==> src/rtl/osc_start_pkg.sv <==
package osc_start_pkg;

  localparam int NSTG = 4;
  localparam int STG_PWRT  = 0;
  localparam int STG_OST   = 1;
  localparam int STG_PLL   = 2;
  localparam int STG_RECOV = 3;

  typedef enum logic [1:0] {
    EVT_POWER  = 2'd0,
    EVT_BROWN  = 2'd1,
    EVT_WAKE   = 2'd2,
    EVT_SWITCH = 2'd3
  } evt_kind_e;

  typedef enum logic [1:0] {
    MODE_XTAL     = 2'd0,
    MODE_XTAL_PLL = 2'd1,
    MODE_EXT_CLK  = 2'd2,
    MODE_EXT_RC   = 2'd3
  } osc_mode_e;

  typedef enum logic [1:0] {
    PH_HOLD, PH_RUN, PH_FINISH, PH_IDLE
  } phase_e;

  // Which stages an event needs, one bit per stage index.
  function automatic logic [NSTG-1:0] plan_mask(input logic [1:0] kind,
                                                input logic [1:0] mode,
                                                input logic       en_n);
    logic [NSTG-1:0] m;
    logic xtal, pll;
    m    = '0;
    xtal = (mode == MODE_XTAL) || (mode == MODE_XTAL_PLL);
    pll  = (mode == MODE_XTAL_PLL);
    m[STG_OST] = xtal;
    m[STG_PLL] = pll;
    case (kind)
      EVT_POWER: m[STG_PWRT]  = !en_n;
      EVT_BROWN: m[STG_PWRT]  = 1'b1;
      EVT_WAKE:  m[STG_RECOV] = (mode == MODE_EXT_CLK);
      default:   ;
    endcase
    return m;
  endfunction

  // Lowest selected stage at or above 'from'; bit 2 set means none left.
  function automatic logic [2:0] next_stage(input logic [NSTG-1:0] mask,
                                            input logic [2:0]      from);
    logic [2:0] r;
    logic found;
    r = 3'd4;
    found = 1'b0;
    for (int i = 0; i < NSTG; i++) begin
      if (!found && (3'(i) >= from) && mask[i]) begin
        r = 3'(i);
        found = 1'b1;
      end
    end
    return r;
  endfunction

  function automatic int max4(input int a, input int b, input int c, input int d);
    int m;
    m = a;
    if (b > m) m = b;
    if (c > m) m = c;
    if (d > m) m = d;
    return m;
  endfunction

endpackage

==> src/rtl/osc_start_plan.sv <==
module osc_start_plan
  import osc_start_pkg::*;
(
  input  logic [1:0]      evt_kind,
  input  logic [1:0]      osc_mode,
  input  logic            pwrt_en_n,
  output logic [NSTG-1:0] mask,
  output logic [2:0]      first
);
  always_comb begin
    mask  = plan_mask(evt_kind, osc_mode, pwrt_en_n);
    first = next_stage(mask, 3'd0);
  end
endmodule

==> src/rtl/osc_start_tmr.sv <==
module osc_start_tmr #(
  parameter int CW = 8
) (
  input  logic          clk,
  input  logic          rst_n,
  input  logic          clear,
  input  logic          run,
  input  logic [CW-1:0] limit,
  output logic          last
);
  logic [CW-1:0] cnt;

  assign last = run && (cnt == limit);

  always_ff @(posedge clk or negedge rst_n) begin
    if (!rst_n)     cnt <= '0;
    else if (clear) cnt <= '0;
    else if (run)   cnt <= cnt + 1'b1;
  end
endmodule

==> src/rtl/osc_start_seq.sv <==
module osc_start_seq
  import osc_start_pkg::*;
#(
  parameter int PWRT_CYC  = 288000,
  parameter int OST_CYC   = 1024,
  parameter int PLL_CYC   = 8000,
  parameter int RECOV_CYC = 6
) (
  input  logic       clk,
  input  logic       rst_n,
  input  logic       evt_valid,
  input  logic [1:0] evt_kind,
  input  logic [1:0] osc_mode,
  input  logic       pwrt_en_n,
  output logic       core_release,
  output logic       busy
);
  localparam int MAXLEN = max4(PWRT_CYC, OST_CYC, PLL_CYC, RECOV_CYC);
  localparam int CW     = $clog2(MAXLEN) + 1;

  function automatic logic [CW-1:0] stage_limit(input logic [1:0] idx);
    int n;
    case (idx)
      2'd0:    n = PWRT_CYC;
      2'd1:    n = OST_CYC;
      2'd2:    n = PLL_CYC;
      default: n = RECOV_CYC;
    endcase
    return CW'(n - 1);
  endfunction

  phase_e          phase;
  logic [NSTG-1:0] mask_q;
  logic [1:0]      sel;
  logic [NSTG-1:0] new_mask;
  logic [2:0]      new_first;
  logic [2:0]      after;

  // Named internal events
  logic evt_start, stage_done, seq_done;

  osc_start_plan plan_i (
    .evt_kind (evt_kind),
    .osc_mode (osc_mode),
    .pwrt_en_n(pwrt_en_n),
    .mask     (new_mask),
    .first    (new_first)
  );

  osc_start_tmr #(.CW(CW)) tmr_i (
    .clk  (clk),
    .rst_n(rst_n),
    .clear(evt_start || stage_done),
    .run  (phase == PH_RUN),
    .limit(stage_limit(sel)),
    .last (stage_done)
  );

  assign evt_start = evt_valid;
  assign seq_done  = (phase == PH_FINISH);
  assign after     = next_stage(mask_q, {1'b0, sel} + 3'd1);

  always_ff @(posedge clk or negedge rst_n) begin
    if (!rst_n) begin
      phase  <= PH_HOLD;
      mask_q <= '0;
      sel    <= '0;
    end else if (evt_start) begin
      mask_q <= new_mask;
      if (new_first[2]) phase <= PH_FINISH;
      else begin
        phase <= PH_RUN;
        sel   <= new_first[1:0];
      end
    end else begin
      case (phase)
        PH_RUN: if (stage_done) begin
          if (after[2]) phase <= PH_FINISH;
          else          sel   <= after[1:0];
        end
        PH_FINISH: phase <= PH_IDLE;
        default: ;
      endcase
    end
  end

  assign core_release = (phase == PH_IDLE);
  assign busy         = (phase == PH_RUN) || (phase == PH_FINISH);
endmodule

==> config.mk <==
export PLATFORM = sky130hd
export DESIGN_NAME = osc_start_seq
export DESIGN_NICKNAME = d
export VERILOG_FILES = /design/src/rtl/osc_start_pkg.sv /design/src/rtl/osc_start_plan.sv /design/src/rtl/osc_start_tmr.sv /design/src/rtl/osc_start_seq.sv
export SDC_FILE = /design/constraint.sdc
export NUM_CORES = 1
export LEC_CHECK = 0
export BUFFER_PORTS_ARGS = -buffer_cell sky130_fd_sc_hd__clkbuf_2
export CAP_MARGIN = 20
export CORE_ASPECT_RATIO = 0.75
export CORE_MARGIN = 8
export CORE_UTILIZATION = 64
export CTS_CLUSTER_DIAMETER = 40
export DETAILED_ROUTE_END_ITERATION = 12
export GPL_TIMING_DRIVEN = 0
export PLACE_DENSITY_LB_ADDON = 0.08
export SLEW_MARGIN = 0
export SYNTH_ARGS = -nofsm -noshare
export SYNTH_HDL_FRONTEND = slang
export SYNTH_SLANG_ARGS = --single-unit
==> constraint.sdc <==
create_clock -name clk -period 4.4 [get_ports clk]
set_input_delay 0.22 -clock clk [delete_from_list [all_inputs] [get_ports clk]]
set_output_delay 0.22 -clock clk [all_outputs]
set_load 0.05 [all_outputs]
==> results_dict.tcl <==
set metrics [dict create \
    routabilityCongestion 0.816 \
    grt_max_degree 29 \
    clkTransAtPathRegs_ns 0.13 \
    cpMaxStageDelayCell "dfrtp_1" \
    seq_area_frac_synth 0.421 \
    finalInstanceArea_mm2 0.00181 \
    maxCapViolations 0 \
    fillers 210 \
    multiInputGateArea_um2 893 \
    crit_path_end_kind "register" \
    synth_flop_cell "dfrtp_1" \
    grt_pass1_wl_um 5510 \
    drive_gt1_frac 0.0825 \
    rr_worst_depth 7 \
    fin_skew_ns 0.0202 \
    synth_top_area_share 0.421 \
    p_leak_uw 0.000851 \
    antenna_cells 0 \
    dieWidth_um 74.9 \
    grt.overflow.total 0 \
    place_area_mm2 0.00175 \
    post-place-ws_ns 1.92 \
    hold-path-cell-count 2 \
    intPower_uw 451 \
    required_ns 4.62 \
    p_sw_uw 234 \
    power_density_mw_per_mm2 378 \
    htreeDepth 1 \
    cts_num_sinks 28 \
    clkPwrFrac 0.245 \
    peakVddDrop_mv 0.340 \
    cp_max_fo 6 \
    fin_setup_tns_ns 0 \
    die_y_um 60.2 \
    power_frac_seq 0.442 \
    crit_family "compound AO/OA/AOI/OAI gates" \
    finalPower_uw 685 \
    mostFrequentLayoutCells "nor2_1, dfrtp_1, nand2_1, xor2_1, inv_1" \
    setup_viol 0 \
    cts_tree "done" \
    track_usage 0.157 \
    hp-class "input port to register" \
    ios 10 \
    synth.avg_cell_area_um2 9.19 \
    drc_errors 0 \
    start_util 0.655 \
    dp_hpwl_um 2400 \
    period_share 0.578 \
    wl_per_cell_um 13.9 \
    cts_root_buf "clkbuf_4" \
    status "finished, final reports clean" \
    cp-start-kind "register" \
    clk_path_buf_depth 2 \
    synth_cells 181 \
    combPwrFrac 0.313 \
    path_class "register to register" \
    drt_iter0_drc 52 \
    grt_pass1_vias 1198 \
    synth_area_mm2 0.00166 \
    ys_types 35 \
    nets 214 \
    critical_path.max_stage_delay_ns 0.49 \
    p_sw_frac 0.342 \
    crit_buf_inv 1 \
    period_minus_slack_ns 2.54 \
    synth_warnings 0 \
    regArea_um2 701 \
    numPortBuffers 8 \
    relSlewSlack 0.547 \
    cp_cell_sequence "inv_1 -> ha_1 -> or3_1 -> a221o_1 -> o21ai_2 -> o211a_1 -> mux2_1" \
    antenna_found_initial 0 \
    synth_edf_count 0 \
    yosysTopAreaCell "dfrtp_1" \
    postRouteAntennaNets 0 \
    final.setup.worst_slack_ns 1.86 \
    syn2layout_area_growth_pct 8.87 \
    worstMarginPinSlew_ns 0.680 \
    vias_per_cell 5.50 \
    ys_top_cells_by_area "dfrtp_1, ha_1, xor2_1" \
    cp.arrival_ns 2.76 \
    syn_nets 200 \
    core_area_mm2 0.00254 \
    numCtsBuffers 3 \
    num_rows 16 \
    hold_viol 0 \
    first_pass_iters 4 \
    clk-insertion-delay-late_ns 0.34 \
    finalMaxSlewViolations 0 \
    ys_seq_elements 28 \
    async_flop_share 1.00 \
    worstSetupPathDepth 7 \
    routed_wl_um 3190 \
    vias 1264 \
    rsz0062_at_grt "no" \
    dieArea_mm2 0.00450 \
    clock.fmax_ghz 0.393 \
    post_cts_resized 0 \
]
-- power by group through the flow --
| stage | combinational (uW) | clock (uW) | sequential, uW |
|---|---|---|---|
| floorplan | 167 | 0 | 300 |
| global placement | 205 | 0 | 304 |
| detailed placement | 212 | 0 | 307 |
| CTS | 215 | 171 | 302 |
| global route | 239 | 182 | 306 |
| finish | 214 | 168 | 303 |
-- Yosys cell counts (all sizes together), types with 4 or more instances --
cell type   n
dfrtp      28
nand3       8
xnor2       7
ha         11
clkbuf      4
nand4       8
a21oi       4
mux2i       4
inv        12
xor2       14
and3        6
nand2      16
nor2       28
-- stage by stage --
step,util,instances,hold WS [ns]
2_1_floorplan,-,181,-0.0756
3_3_place_gp,0.688,225,0.284
3_5_place_dp,0.688,225,0.298
4_1_cts,0.713,230,0.133
5_1_grt,0.713,230,0.140
6_report,0.713,230,0.133
-- final cells by class --
type                    instances  area share
plain buffers                   6      0.0138
clock inverters                 1      0.0166
multi-input cells             135       0.493
clock buffers                   3      0.0124
repair buffers                  9      0.0276
inverters                      12      0.0249
flip-flops and latches         28       0.387
well taps                      36      0.0249
-- kinds of logic (layout without fill, tap and decap cells) --
group	after synthesis	after routing	synth area share
buffers and inverters	18	31	0.0421
multiplexers	6	6	0.0376
XOR/XNOR	21	21	0.111
AND/OR/NAND/NOR	81	81	0.238
adder cells (fa/ha/maj)	11	11	0.0827
AO/OA/AOI/OAI	16	16	0.0677
flip-flops	28	28	0.421
-- routing by layer --
metal	part of all wire	routed length, um	track usage
met1	0.50	1600	0.224
met2	0.45	1450	0.226
met3	0.036	114	0.0436
met4	0.0094	30	0.0306
met5	0	0	0
-- state kept, by name, summed over array words and instances, names as in the netlist --
signal and cells:
sel 2, phase 2, tmr_i.cnt 20, mask_q 4
-- final timing paths --
kind | start | slack, ns | end
hold reg to reg | mask_q[3] | 0.57 | mask_q[3]
hold / removal | osc_mode[1] | 0.13 | mask_q[1]
max in group asynchronous | rst_n | 3.52 | sel[0]
setup reg to reg | sel[0] | 1.86 | sel[1]
min in group asynchronous | rst_n | 0.42 | phase[1]
setup / recovery | sel[0] | 1.86 | sel[1]
-- repair_timing --
| item | CTS | global route |
|---|---|---|
| hold endpoints to repair | 28 | 0 |
| hold buffers | 1 | 0 |
| setup buffers | 0 | 0 |
(Power assumes the default switching activity.)
